File: src/rtl/pkchk_pkg.sv
package pkchk_pkg;

    // Register byte offsets; counter slots repeat per port at this stride.
    localparam int REG_LEN_OFS     = 'h00;
    localparam int REG_GOOD_BASE   = 'h10;
    localparam int REG_BAD_BASE    = 'h14;
    localparam int REG_PORT_STRIDE = 8;

    // Per-packet verdict produced by a lane, one cycle after the closing beat.
    typedef struct packed {
        logic good;   // packet closed by end marker and passed every check
        logic bad;    // packet closed by end marker and failed a check
        logic abort;  // open packet cut short by a new start marker
    } pkt_verdict_t;

    // Number of bad packets a verdict contributes (0..2).
    function automatic logic [1:0] bad_increment(input pkt_verdict_t v);
        return {1'b0, v.bad} + {1'b0, v.abort};
    endfunction

    function automatic logic [1:0] good_increment(input pkt_verdict_t v);
        return {1'b0, v.good};
    endfunction

endpackage

File: src/rtl/pkchk_lane.sv
module pkchk_lane
    import pkchk_pkg::*;
#(
    parameter int DATA_BYTES = 64,
    parameter int LEN_W      = 16,
    localparam int EMPTY_W   = $clog2(DATA_BYTES),
    localparam int NV_W      = EMPTY_W + 1,
    localparam int SUM_W     = LEN_W + 1
) (
    input  logic                    clk,
    input  logic                    rst,
    input  logic                    beat_valid,
    input  logic                    beat_sop,
    input  logic                    beat_eop,
    input  logic [EMPTY_W-1:0]      beat_empty,
    input  logic [DATA_BYTES*8-1:0] beat_data,
    input  logic [LEN_W-1:0]        exp_len,
    output pkt_verdict_t            verdict
);

    logic               open_q;
    logic               fault_q;
    logic [LEN_W-1:0]   cnt_q;
    pkt_verdict_t       verdict_q;

    logic               starting;
    logic [LEN_W-1:0]   base;
    logic               base_fault;
    logic [NV_W-1:0]    nvalid;
    logic [SUM_W-1:0]   sum;
    logic [DATA_BYTES-1:0] miss;
    logic               fault_n;
    logic               pass_n;

    // Per byte lane: compare with the running position when the lane is in use.
    for (genvar j = 0; j < DATA_BYTES; j++) begin : g_byte
        assign miss[j] = (NV_W'(j) < nvalid) &&
                         (beat_data[8*j +: 8] != (base[7:0] + 8'(j)));
    end

    always_comb begin
        starting   = beat_sop || !open_q;
        base       = starting ? '0 : cnt_q;
        base_fault = starting ? !beat_sop : fault_q;
        nvalid     = beat_eop ? (NV_W'(DATA_BYTES) - NV_W'(beat_empty))
                              : NV_W'(DATA_BYTES);
        sum        = {1'b0, base} + SUM_W'(nvalid);
        fault_n    = base_fault || (|miss) || (sum > {1'b0, exp_len});
        pass_n     = !fault_n && (sum == {1'b0, exp_len});
    end

    always_ff @(posedge clk) begin
        if (rst) begin
            open_q    <= 1'b0;
            fault_q   <= 1'b0;
            cnt_q     <= '0;
            verdict_q <= '0;
        end else begin
            verdict_q <= '0;
            if (beat_valid) begin
                verdict_q.abort <= beat_sop && open_q;
                if (beat_eop) begin
                    open_q        <= 1'b0;
                    fault_q       <= 1'b0;
                    cnt_q         <= '0;
                    verdict_q.good <= pass_n;
                    verdict_q.bad  <= !pass_n;
                end else begin
                    open_q  <= 1'b1;
                    fault_q <= fault_n;
                    cnt_q   <= sum[LEN_W-1:0];
                end
            end
        end
    end

    assign verdict = verdict_q;

    AST_ONE_VERDICT: assert property (@(posedge clk) disable iff (rst)
        !(verdict_q.good && verdict_q.bad));
    AST_GOOD_AFTER_EOP: assert property (@(posedge clk) disable iff (rst)
        verdict_q.good |-> $past(beat_valid && beat_eop));
    AST_ABORT_AFTER_SOP: assert property (@(posedge clk) disable iff (rst)
        verdict_q.abort |-> $past(beat_valid && beat_sop));
    AST_IDLE_NO_VERDICT: assert property (@(posedge clk) disable iff (rst)
        !beat_valid |=> (verdict_q == '0));

endmodule

File: config.mk
export PLATFORM = sky130hd
export DESIGN_NAME = pkchk_lane
export DESIGN_NICKNAME = d
export VERILOG_FILES = /design/src/rtl/pkchk_pkg.sv /design/src/rtl/pkchk_lane.sv
export SDC_FILE = /design/constraint.sdc
export NUM_CORES = 1
export LEC_CHECK = 0
export ABC_AREA = 1
export BUFFER_PORTS_ARGS = -buffer_cell sky130_fd_sc_hd__buf_2
export CORE_ASPECT_RATIO = 1.75
export CORE_MARGIN = 2
export CORE_UTILIZATION = 35
export DETAILED_ROUTE_END_ITERATION = 7
export PLACE_DENSITY = 0.56
export SYNTH_ARGS = -nofsm -noshare
export SYNTH_HDL_FRONTEND = slang
export SYNTH_SLANG_ARGS = --single-unit
File: constraint.sdc
create_clock -name clk -period 11.3 [get_ports clk]
set_input_delay 2.26 -clock clk [delete_from_list [all_inputs] [get_ports clk]]
set_output_delay 2.26 -clock clk [all_outputs]
set_load 0.02 [all_outputs]
======== After elaboration in Yosys (flattened, before gate mapping) ========
Index checks and enable logic that the tools add are counted.
storage, ports and cells
  bits in registers ....................... 21
  input bits .............................. 539
  output and inout port bits .............. 3
operators by class
  add/subtract/negate cells ............... 65
  magnitude comparators ................... 65
  eq/ne operators ......................... 65
  muxes and demuxes ....................... 6
  bitwise logic cells ..................... 2
  reduce and logical (&&, ||, !) cells .... 76
operators with widths
  operator             count
  $ne 8x8->1           64
  $add 8x6->8 const B  32
  $lt 6x7->1 const A   32
  $add 8x5->8 const B  16
  $lt 5x7->1 const A   16
  $logic_and 1x1->1    66
  $add 8x4->8 const B  8
  $reduce_or 64->1     1
  $lt 4x7->1 const A   8
  $add 8x3->8 const B  4
  $mux 16              2
  $lt 3x7->1 const A   4
  $add 16x7->17        1
  $eq 17x16->1         1
  $gt 17x16->1         1
  $add 8x2->8 const B  2
  $lt 1x7->1 const A   2
  $lt 2x7->1 const A   2
  $add 8x1->8 const B  1
  $mux 7               1
  $sub 7x6->7 const A  1
  $logic_not 1->1      4
  $logic_or 1x1->1     3
  $mux 1               3
  3 further kinds      4

======== Logic depth before layout (Yosys ltp) ========
  depth after elaboration ................. 12
  gate-level depth with buffers ........... 29
  mapped depth without buffers ............ 28

======== Worst setup path after synthesis ========
No wires, ideal clock.
  kind .................................... input port to flip-flop
  start ................................... in beat_empty[0]
  end ..................................... reg fault_q
  arrival time ............................ 5.788 ns
  slack ................................... 5.380 ns
  cell stages on the path ................. 24
  buffers on the path ..................... 1
  cells stage by stage .................... inv_1 ha_1 inv_1 nand2_1 nand3_1 clkbuf_1 inv_1 ha_1 a21oi_1 o21ai_0 a21oi_1 o21bai_1 nand2_1 nor3_1 xnor2_1 ha_1 nand2_1 or4_1 nor3_1 nand2_1 nand2_1 nand3_1 nand2_1 a21oi_1
between the ends
  longest elaborated chain between the ends .. 8
RTL lines
  what                                                   RTL line          text
  from (decl)                                            pkchk_lane.sv:15  input logic [EMPTY_W-1:0] beat_empty,
  $sub 7x6->7 (*)                                        pkchk_lane.sv:45  nvalid = beat_eop ? (NV_W'(DATA_BYTES) - NV_W'(beat_empty))
  $mux 7 (*)                                             pkchk_lane.sv:45
  branches (longest 4 deep; another with $add 16x7->17)  --
  $logic_or 1x1->1 (*)                                   pkchk_lane.sv:48  fault_n = base_fault || (|miss) || (sum > {1'b0, exp_len});
  $mux 1 (*)                                             pkchk_lane.sv:62  if (beat_eop) begin
  to (signal assigned)                                   pkchk_lane.sv:70  fault_q <= fault_n;
  to (decl)                                              pkchk_lane.sv:22  logic fault_q;
Mark *: on every way between the ends.
A chain may end at the register's enable or synchronous reset.

======== Worst setup path in the final report ========
  start ................................... in beat_sop
  end ..................................... reg verdict_q, in the netlist verdict[1]
between the ends
  longest elaborated chain between the ends .. 11
RTL lines
  what                                                   RTL line          text
  from (decl)                                            pkchk_lane.sv:13  input logic beat_sop,
  branches (longest 9 deep; another with $add 16x7->17)  --
  $logic_and 1x1->1 (*)                                  pkchk_lane.sv:49  pass_n = !fault_n && (sum == {1'b0, exp_len});
  $logic_not 1->1 (*)                                    pkchk_lane.sv:67  verdict_q.bad <= !pass_n;
  to (decl)                                              pkchk_lane.sv:24  pkt_verdict_t verdict_q;
Marked as above.

==> flow_summary.json <==
{
  "routabilityCongestion": 1.12,
  "end_kind": "flip-flop",
  "grt_max_degree": 57,
  "stdcell_count": 4104,
  "syn_nets": 3647,
  "power_density_nw_per_um2": 29.4,
  "arrival_ns": 7.38,
  "peakVddDrop_uv": 40.9,
  "synth_top_family_by_area": "simple AND/OR/NAND/NOR gates",
  "hold-worst-slack_ns": 0.464,
  "netlist_area_um2": 15300,
  "postCtsHoldBufs": 0,
  "tightest_slew_ns": 1.05,
  "mostFrequentLayoutCells": "1221 x nand2_1, 541 x buf_2, 398 x inv_1",
  "required_ns": 11.46,
  "coreArea_um2": 43200,
  "area_growth_pct": 20.1,
  "fin_crit_sh": 0.639,
  "avgRoutedWirePerCell_um": 22.0,
  "cts_resized": 0,
  "slew_viol_final": 0,
  "synth_compound_area_frac": 0.0634,
  "synth_flop_cell": "dfxtp_1",
  "die_w_um": 162,
  "min_path_type": "flip-flop to flip-flop",
  "ys_seq_elements": 21,
  "crit_top_cell": "nand2_1",
  "avgSynthCellArea_um2": 4.99,
  "critPathKind": "primary input to flip-flop",
  "cts_tree": "built",
  "start_kind": "primary input",
  "drive_gt1_frac": 0.181,
  "worstReg2RegStart": "cnt_q[6]$_SDFFE_PP0P_",
  "dp.cells": 4083,
  "r2r_slack_ns": 5.90,
  "wirelength_mm": 90.3,
  "pin_count": 542,
  "synthAdderAreaFrac": 0.0390,
  "grt_pass1_vias": 20400,
  "crit_fanout": 21,
  "internal_power_mw": 0.286,
  "die_h_um": 280,
  "critPathSlowestCell": "ha_1",
  "fmax_ghz": 0.138,
  "portBuffers": 541,
  "r2r_end": "verdict[1]$_SDFF_PP0_",
  "drv_cap": 0,
  "ant_nets": 0,
  "finalHoldViolCount": 0,
  "fillers": 5234,
  "cp-startpoint": "beat_sop",
  "insertion_delay_ns": 0.26,
  "clk_pin_slew_ns": 0.06,
  "cp_top_family": "simple AND/OR/NAND/NOR gates",
  "path_cells": "buf_2, inv_2, nand3_4, inv_1, ha_1, inv_1, nand2_1, inv_1, nand2_1, nand2_1, nand2_1, o21ai_1, nand2_1, nand3_1, nor2_1, nand2_1, nand2_1, nand2_1, a21oi_1, nand2_1, nor2_1, nand4_1, nand2_1, inv_1",
  "fin_util": 0.424,
  "yosysSeqAreaShare": 0.0275,
  "p_sw_mw": 0.254,
  "path_depth": 24,
  "p_leak_nw": 10.9,
  "endpoint": "verdict[1]$_SDFF_PP0_",
  "combPwrFrac": 0.714,
  "drtIter0Drc": 1535,
  "initial_utilization": 0.353,
  "swShare": 0.470,
  "synth_edf_count": 0,
  "root_buffer": "clkbuf_16",
  "relSlewSlack": 0.303,
  "final_nets": 4108,
  "clkSinkCount": 21,
  "rsz0062_at_grt": "no",
  "die_area_um2": 45400,
  "vias": 21100,
  "fin_skew_ns": 0.00650,
  "synth_cells": 3061,
  "cts_buffers": 3,
  "rr_worst_depth": 22,
  "period_needed_ns": 7.22,
  "tns_ns": 0,
  "core.rowCount": 101,
  "final_common_cell": "nand2_1",
  "critPathMaxStageDelay_ns": 0.91,
  "netlist-cell-type-count": 46,
  "place_hpwl_mm": 74.4,
  "vias_per_cell": 5.13,
  "clkPwrFrac": 0.141,
  "grt_util_all_layers": 0.381,
  "synth-simple-area-share": 0.550,
  "seqPwrFrac": 0.145,
  "overflow": 0,
  "crit_buf_inv": 6,
  "cts_setup_buffers": 0,
  "cts.htree.levels": 1,
  "antenna_found_initial": 17,
  "grt_pass1_wl_mm": 128,
  "synth_mux_area_frac": 0,
  "remaining_drc_errors": 0,
  "clk_path_buf_depth": 2,
  "setup_viol": 0,
  "dr.pass1.iters": 6,
  "status": "complete, no violations",
  "ys_warn_count": 0,
  "synthArstFlopShare": 0,
  "synthXorXnorAreaFrac": 0.172
}
per-layer routing:
layer / track usage / wire (um) / vias to the layer above
met4: 0.330 / 9270 / 2
li1: - / - / 10400
met2: 0.662 / 43200 / 1053
met1: 0.401 / 31300 / 9329
met5: 0 / 12 / -
met3: 0.0513 / 6470 / 323
cell type report:
cell class	instances	area, um2	area share
clock buffers	3	75.1	0.00409
inverters	410	1540	0.0839
flip-flops and latches	21	420	0.0229
repair buffers	573	2950	0.161
diodes	17	42.5	0.00232
multi-input cells	2513	12600	0.687
clock inverters	1	5.00	0.000273
well taps	566	708	0.0386
sequential cells by signal, indices dropped and copies added, names as in the netlist:
name	cells
cnt_q	16
fault_q	1
open_q	1
verdict	3
power groups by stage:
| stage | registers (mW) | logic, mW | clock network, mW |
|---|---|---|---|
| finish | 0.0784 | 0.385 | 0.0758 |
| global route | 0.0783 | 0.422 | 0.0814 |
| CTS | 0.0782 | 0.380 | 0.0777 |
| detailed placement | 0.0799 | 0.377 | 0 |
| global placement | 0.0799 | 0.379 | 0 |
| floorplan | 0.0778 | 0.194 | 0 |
synth_stat cells, types with 24 or more instances:
master	instances	area (um2)
a21oi_1	84	420
buf_2	46	230
clkbuf_1	26	97.6
ha_1	46	576
inv_1	398	1490
nand2_1	1221	4580
nand3_1	336	1680
nand3b_1	55	413
nand4_1	33	206
nor2_1	268	1010
o21ai_0	71	355
or2_2	24	150
xnor2_1	123	1080
xor2_1	168	1470
worst register-to-register path, delay by kind of cell, from the launching register on:
family | cells | cell delay (ns)
DFF | 1 | 0.82
and+or+nand+nor | 15 | 2.39
buffers and inverters | 4 | 0.96
adders and majority gates | 1 | 0.91
AOI/OAI and AO/OA | 2 | 0.23
worst min-delay path by stage:
stage | start | endpoint | slack [ns] | depth (start not counted)
6_report | fault_q$_SDFFE_PP0P_ | fault_q$_SDFFE_PP0P_ | 0.46 | 2
5_1_grt | cnt_q[14]$_SDFFE_PP0P_ | cnt_q[14]$_SDFFE_PP0P_ | 0.49 | 2
4_1_cts | fault_q$_SDFFE_PP0P_ | fault_q$_SDFFE_PP0P_ | 0.46 | 2
3_5_place_dp | fault_q$_SDFFE_PP0P_ | fault_q$_SDFFE_PP0P_ | 0.45 | 2
3_3_place_gp | fault_q$_SDFFE_PP0P_ | fault_q$_SDFFE_PP0P_ | 0.45 | 2
2_1_floorplan | fault_q$_SDFFE_PP0P_ | fault_q$_SDFFE_PP0P_ | 0.44 | 2
cells by family after synthesis:
logic type               after synthesis
AND/OR/NAND/NOR                     1986
buffers and inverters                527
XOR/XNOR                             295
AO/OA/AOI/OAI                        185
adder cells (fa/ha/maj)               47
flip-flops                            21
metrics by stage:
stage	setup slack, ns	area (um2)	power [mW]
floorplan	5.38	15300	0.272
CTS	4.28	18300	0.536
detailed placement	3.96	18200	0.457
global placement	3.96	18200	0.458
global route	3.96	18300	0.581
finish	4.08	18300	0.539
Power figures use the tool's default switching activity.
